[src/rtl/thermal_pkg.sv]
// Package: shared types, register offsets and field positions for the
// thermal throttle controller. Field positions are fixed because software
// decodes them; the struct keeps the configuration together inside the RTL.
package thermal_pkg;

    localparam int TEMP_W = 7;
    localparam int WORD_W = 64;

    // Byte offsets of the mapped registers
    localparam logic [7:0] OFF_THRESH = 8'h08;
    localparam logic [7:0] OFF_TEMP   = 8'h10;
    localparam logic [7:0] OFF_CAP    = 8'h20;

    // Bit positions inside the threshold register
    localparam int POS_LO      = 0;
    localparam int POS_LO_EN   = 7;
    localparam int POS_HI      = 8;
    localparam int POS_HI_EN   = 15;
    localparam int POS_TRIP    = 24;
    localparam int POS_ST_LO   = 32;
    localparam int POS_ST_HI   = 33;
    localparam int POS_POLICY  = 44;

    typedef enum logic [1:0] {
        THR_NONE   = 2'b00,
        THR_HALF   = 2'b01,
        THR_NINETY = 2'b10,
        THR_FULL   = 2'b11
    } thr_code_e;

    typedef struct packed {
        logic              policy_half;
        logic [TEMP_W-1:0] trip;
        logic              hi_en;
        logic [TEMP_W-1:0] hi;
        logic              lo_en;
        logic [TEMP_W-1:0] lo;
    } thr_cfg_t;

    // Assemble the threshold register word from configuration and live status
    function automatic logic [WORD_W-1:0] pack_thresh(thr_cfg_t c, logic st_lo, logic st_hi);
        logic [WORD_W-1:0] w;
        w = '0;
        w[POS_LO +: TEMP_W]   = c.lo;
        w[POS_LO_EN]          = c.lo_en;
        w[POS_HI +: TEMP_W]   = c.hi;
        w[POS_HI_EN]          = c.hi_en;
        w[POS_TRIP +: TEMP_W] = c.trip;
        w[POS_ST_LO]          = st_lo;
        w[POS_ST_HI]          = st_hi;
        w[POS_POLICY]         = c.policy_half;
        return w;
    endfunction

endpackage

[src/rtl/thermal_cfg_regs.sv]
// Module: thermal_cfg_regs
// Holds the writable threshold configuration. Assumes the write strobe is
// already decoded to the threshold offset; status bits are never stored here.
module thermal_cfg_regs
    import thermal_pkg::*;
#(
    parameter int LO_RST   = 90,
    parameter int HI_RST   = 100,
    parameter int TRIP_RST = 110
) (
    input  logic              clk,
    input  logic              rst_n,
    input  logic              wr_en,
    input  logic [WORD_W-1:0] wdata,
    output thr_cfg_t          cfg
);

    localparam logic [TEMP_W-1:0] LO_INIT   = TEMP_W'(LO_RST);
    localparam logic [TEMP_W-1:0] HI_INIT   = TEMP_W'(HI_RST);
    localparam logic [TEMP_W-1:0] TRIP_INIT = TEMP_W'(TRIP_RST);

    // Load safe defaults on reset, otherwise capture the writable fields
    always_ff @(posedge clk) begin
        if (!rst_n) begin
            cfg.lo          <= LO_INIT;
            cfg.lo_en       <= 1'b1;
            cfg.hi          <= HI_INIT;
            cfg.hi_en       <= 1'b1;
            cfg.trip        <= TRIP_INIT;
            cfg.policy_half <= 1'b0;
        end else if (wr_en) begin
            cfg.lo          <= wdata[POS_LO +: TEMP_W];
            cfg.lo_en       <= wdata[POS_LO_EN];
            cfg.hi          <= wdata[POS_HI +: TEMP_W];
            cfg.hi_en       <= wdata[POS_HI_EN];
            cfg.trip        <= wdata[POS_TRIP +: TEMP_W];
            cfg.policy_half <= wdata[POS_POLICY];
        end
    end

endmodule

[src/rtl/thermal_level_eval.sv]
// Module: thermal_level_eval
// Purely combinational: compares one temperature against the configured
// thresholds and picks the most severe throttle level. All comparisons are
// inclusive. NO_THROTTLE selects a variant whose level is always "none".
module thermal_level_eval
    import thermal_pkg::*;
#(
    parameter bit NO_THROTTLE = 1'b0
) (
    input  logic [TEMP_W-1:0] temp,
    input  thr_cfg_t          cfg,
    output logic              reach_lo,
    output logic              reach_hi,
    output logic              reach_trip,
    output thr_code_e         level
);

    // Inclusive threshold comparisons, independent of the enables
    always_comb begin
        reach_lo   = (temp >= cfg.lo);
        reach_hi   = (temp >= cfg.hi);
        reach_trip = (temp >= cfg.trip);
    end

    generate
        if (NO_THROTTLE) begin : g_no_thr
            // Throttling not built in: level is fixed at none
            always_comb level = THR_NONE;
        end else begin : g_thr
            // Priority pick: full, then the policy level, then none
            always_comb begin
                if (cfg.hi_en && reach_hi)
                    level = THR_FULL;
                else if (cfg.lo_en && reach_lo)
                    level = cfg.policy_half ? THR_HALF : THR_NINETY;
                else
                    level = THR_NONE;
            end
        end
    endgenerate

endmodule

[src/rtl/thermal_readback.sv]
// Module: thermal_readback
// Combinational read multiplexer over the three mapped registers. Assumes
// byte offsets; every unmapped offset returns zero.
module thermal_readback
    import thermal_pkg::*;
#(
    parameter int ADDR_W      = 8,
    parameter bit NO_THROTTLE = 1'b0
) (
    input  logic [ADDR_W-1:0] addr,
    input  thr_cfg_t          cfg,
    input  logic [TEMP_W-1:0] temp,
    input  logic              st_lo,
    input  logic              st_hi,
    output logic [WORD_W-1:0] rdata
);

    localparam logic [ADDR_W-1:0] A_THRESH = ADDR_W'(OFF_THRESH);
    localparam logic [ADDR_W-1:0] A_TEMP   = ADDR_W'(OFF_TEMP);
    localparam logic [ADDR_W-1:0] A_CAP    = ADDR_W'(OFF_CAP);

    // Select the addressed register word
    always_comb begin
        rdata = '0;
        if (addr == A_THRESH)
            rdata = pack_thresh(cfg, st_lo, st_hi);
        else if (addr == A_TEMP)
            rdata[TEMP_W-1:0] = temp;
        else if (addr == A_CAP)
            rdata[0] = NO_THROTTLE;
    end

endmodule

[src/rtl/thermal_throttle_ctrl.sv]
// Module: thermal_throttle_ctrl (top)
// Accepts qualified temperature samples, registers the throttle code and a
// sticky shutdown request one cycle after each valid sample, and exposes the
// configuration, temperature and capability registers on a simple bus.
// Assumes the sample is already in whole degrees Celsius.
module thermal_throttle_ctrl
    import thermal_pkg::*;
#(
    parameter int ADDR_W      = 8,
    parameter bit NO_THROTTLE = 1'b0,
    parameter int LO_RST      = 90,
    parameter int HI_RST      = 100,
    parameter int TRIP_RST    = 110
) (
    input  logic              clk,
    input  logic              rst_n,
    input  logic              temp_valid,
    input  logic [6:0]        temp_sample,
    input  logic [ADDR_W-1:0] reg_addr,
    input  logic              reg_wen,
    input  logic [63:0]       reg_wdata,
    output logic [63:0]       reg_rdata,
    output logic [1:0]        throttle_code,
    output logic              shutdown_req
);

    localparam logic [ADDR_W-1:0] A_THRESH = ADDR_W'(OFF_THRESH);

    thr_cfg_t          cfg_q;
    logic [TEMP_W-1:0] temp_q;
    logic              cfg_wr;
    logic              smp_lo, smp_hi, smp_trip;
    thr_code_e         smp_level;
    logic              st_lo, st_hi, st_trip;
    thr_code_e         st_level;
    thr_code_e         code_q;

    // Decode a write to the threshold register
    always_comb cfg_wr = reg_wen && (reg_addr == A_THRESH);

    thermal_cfg_regs #(
        .LO_RST   (LO_RST),
        .HI_RST   (HI_RST),
        .TRIP_RST (TRIP_RST)
    ) u_cfg (
        .clk   (clk),
        .rst_n (rst_n),
        .wr_en (cfg_wr),
        .wdata (reg_wdata),
        .cfg   (cfg_q)
    );

    // Evaluator on the incoming sample: drives the registered outputs
    thermal_level_eval #(.NO_THROTTLE(NO_THROTTLE)) u_eval_smp (
        .temp       (temp_sample),
        .cfg        (cfg_q),
        .reach_lo   (smp_lo),
        .reach_hi   (smp_hi),
        .reach_trip (smp_trip),
        .level      (smp_level)
    );

    // Evaluator on the stored temperature: drives the live status bits
    thermal_level_eval #(.NO_THROTTLE(NO_THROTTLE)) u_eval_st (
        .temp       (temp_q),
        .cfg        (cfg_q),
        .reach_lo   (st_lo),
        .reach_hi   (st_hi),
        .reach_trip (st_trip),
        .level      (st_level)
    );

    // Capture the temperature and throttle level on each valid sample
    always_ff @(posedge clk) begin
        if (!rst_n) begin
            temp_q <= '0;
            code_q <= THR_NONE;
        end else if (temp_valid) begin
            temp_q <= temp_sample;
            code_q <= smp_level;
        end
    end

    // Latch the shutdown request until reset
    always_ff @(posedge clk) begin
        if (!rst_n)
            shutdown_req <= 1'b0;
        else if (temp_valid && smp_trip)
            shutdown_req <= 1'b1;
    end

    thermal_readback #(
        .ADDR_W      (ADDR_W),
        .NO_THROTTLE (NO_THROTTLE)
    ) u_rb (
        .addr  (reg_addr),
        .cfg   (cfg_q),
        .temp  (temp_q),
        .st_lo (st_lo),
        .st_hi (st_hi),
        .rdata (reg_rdata)
    );

    // Drive the throttle code port from its register
    always_comb throttle_code = code_q;

    // The stored-temperature evaluator's level and trip flag feed nothing
    logic unused_st;
    always_comb unused_st = st_trip ^ (^st_level) ^ smp_lo ^ smp_hi;

endmodule

[config.mk]
export PLATFORM = sky130hd
export DESIGN_NAME = thermal_throttle_ctrl
export DESIGN_NICKNAME = d
export VERILOG_FILES = /design/src/rtl/thermal_pkg.sv /design/src/rtl/thermal_cfg_regs.sv /design/src/rtl/thermal_level_eval.sv /design/src/rtl/thermal_readback.sv /design/src/rtl/thermal_throttle_ctrl.sv
export SDC_FILE = /design/constraint.sdc
export NUM_CORES = 1
export LEC_CHECK = 0
export BUFFER_PORTS_ARGS = -buffer_cell sky130_fd_sc_hd__buf_2
export CORE_ASPECT_RATIO = 1.1
export CORE_MARGIN = 1
export CORE_UTILIZATION = 51
export CTS_CLUSTER_SIZE = 30
export DETAILED_ROUTE_END_ITERATION = 8
export PLACE_DENSITY = 0.95
export RECOVER_POWER = 25
export SYNTH_ARGS = -nofsm -noshare
export SYNTH_HDL_FRONTEND = slang
export SYNTH_HIERARCHICAL = 1
export SYNTH_SLANG_ARGS = --single-unit
export TNS_END_PERCENT = 30
[constraint.sdc]
create_clock -name clk -period 3.4 [get_ports clk]
set_input_delay 0.51 -clock clk [delete_from_list [all_inputs] [get_ports clk]]
set_output_delay 0.51 -clock clk [all_outputs]
set_load 0.02 [all_outputs]
==> out/metrics.cfg <==
[clock_network]
post_cts_buffers = 0
insertion_delay_ns = 0.29
cts_tree = done
cts_buffers = 5
path_clk_slew_ns = 0.07
cts-root-buf = clkbuf_8
h-tree-depth = 2
clk_path_buf_depth = 2
post_cts_resized = 0
cts_sinks = 34
hold_buffers = 0

[power_and_ir_drop]
leakage_nw = 1.70
powerDensity_nw_per_um2 = 286
ir_drop_v = 0.000235
finalPower_mw = 0.942

[placed_design]
gp_congestion = 0.819
dp_hpwl_um = 5010
dpl_worst_slack_ns = 0.819
numPortBuffers = 71

[floorplan]
fp.dieW_um = 75.1
die_h_um = 82.4
start_util = 0.542
core_um2 = 5540
row_count = 28
dieArea_um2 = 6190
ios = 150

[setup_path]
crit_chain = buf_2 > or4b_1 > buf_4 > nor3_2 > buf_2
cp-start-kind = input pin
critPathMaxStageDelay_ns = 0.76
cpMaxStageDelayCell = or4b_1
crit_path_start = reg_addr[4]
crit_family = simple AND/OR/NAND/NOR gates
end_kind = output port
timing.rr.start = u_cfg/cfg[4]
cpMostUsedCell = buf_2
cp_max_fo = 16
cp_num_buf_inv = 3
path_class = input pin to output port
worst_ep_required_time_ns = 2.89
worstPathArrival_ns = 2.10

[cells_and_area]
synthToLayoutAreaGrowth_pct = 9.85
layout.nets = 528
regArea_um2 = 681
drive_gt1_frac = 0.265
insertedDiodeCount = 0
fill_cells = 477
multi_input_area_um2 = 1840

[worst_hold_path]
hp-start = reg_wdata[30]
hold_class = input pin to flop

[drt]
wl_per_cell_um = 13.5
drc = 0
antenna_left = 0
dr.pass1.iters = 4
vias_per_cell = 5.08
wl_um = 6580
drt-initial-drc-count = 102
vias = 2469

[global_routing]
gr-total-overflow = 0
antenna_found_initial = 0
grt_pass1_vias = 2474
track_usage = 0.233
grt_max_degree = 35
grt_pass1_wl_um = 10700

[timing]
max_freq_ghz = 0.383
rsz0062_at_grt = false
max_slew_margin = 0.164
fin_skew_ns = 0.00746
tns_ns = 0
min_period_ns = 2.61
setup_slack_ns = 0.790
finalHoldViolCount = 0
fin_crit_sh = 0.768
worst_slew_pin_slew_ns = 1.25
timing_max_transition_violations_final = 0
setup_viol = 0

[logic_synthesis]
syn_area_per_cell_um2 = 8.72
syn_inst = 344
synthesis.area_um2 = 3000
ys_warn_count = 6

[flow_run]
maxCapViolations = 0

[run_status]
status = finished clean

area by class of cell:
cell class	instances	area share
clock inverter	3	0.0122
tap	75	0.0285
timing repair buffer	73	0.110
clock buffer	5	0.0209
sequential	34	0.207
inverter	55	0.0627
multi-input combinational	241	0.559
path summary, 6_finish.rpt:
| check | endpoint | cells past startpoint | slack (ns) |
|---|---|---|---|
| min | u_cfg/cfg[22] | 3 | 0.43 |
| max reg2reg | throttle_code[0] | 8 | 1.67 |
| min reg2reg | u_cfg/cfg[22] | 2 | 0.51 |
| max | reg_rdata[10] | 5 | 0.79 |
cells in the final DEF, fill, tap and decap left out, types with 2 or more instances in the layout:
cell type and instances:
buf_2 67, o21ai_1 6, ha_1 35, a21oi_1 14, nor2b_4 2, conb_1 38, nor3_2 19, dfxtp_1 34
o21ai_2 2, clkbuf_8 5, a21oi_2 5, clkinv_2 2, or4b_1 2, inv_1 55, clkbuf_1 4, a2111oi_1 6
a21o_1 2, mux2i_1 33, nand4_1 2, nand3b_1 14, nor2_1 4, nor2b_1 22, nand2_1 27
per-stage QoR:
stage	util	area [µm²]	hold WS (ns)	std cells
after floorplan	-	3140	0.464	381
after global routing	0.595	3290	0.442	486
final	0.595	3290	0.435	486
after detailed placement	0.579	3200	0.498	478
after CTS	0.599	3310	0.426	486
after global placement	0.579	3200	0.480	478
power breakdown:
part           switching (mW)  total [mW]  leakage [nW]  internal [mW]
clock network           0.151       0.366        0.0579          0.216
registers             0.00813       0.413         0.276          0.405
logic                   0.107       0.162          1.36         0.0552
total                   0.266       0.942          1.70          0.676
layer usage:
| metal | up-vias | GRT usage | share of wire |
|---|---|---|---|
| met5 | - | 0 | 0 |
| met4 | 0 | 0.128 | 0.032 |
| met3 | 23 | 0.0522 | 0.075 |
| met2 | 121 | 0.424 | 0.52 |
| met1 | 1124 | 0.245 | 0.37 |
| li1 | 1201 | - | - |
sequential cells by signal, indices dropped and copies added (netlist names):
name and cells:
temp_q 7, throttle_code 2, u_cfg/cfg 24, shutdown_req 1
worst min-delay path, stage by stage:
cell	delay, ns
buf_2	0.08
mux2i_1	0.06
nand2_1	0.06
No activity file was read; power rests on OpenSTA's default activity.
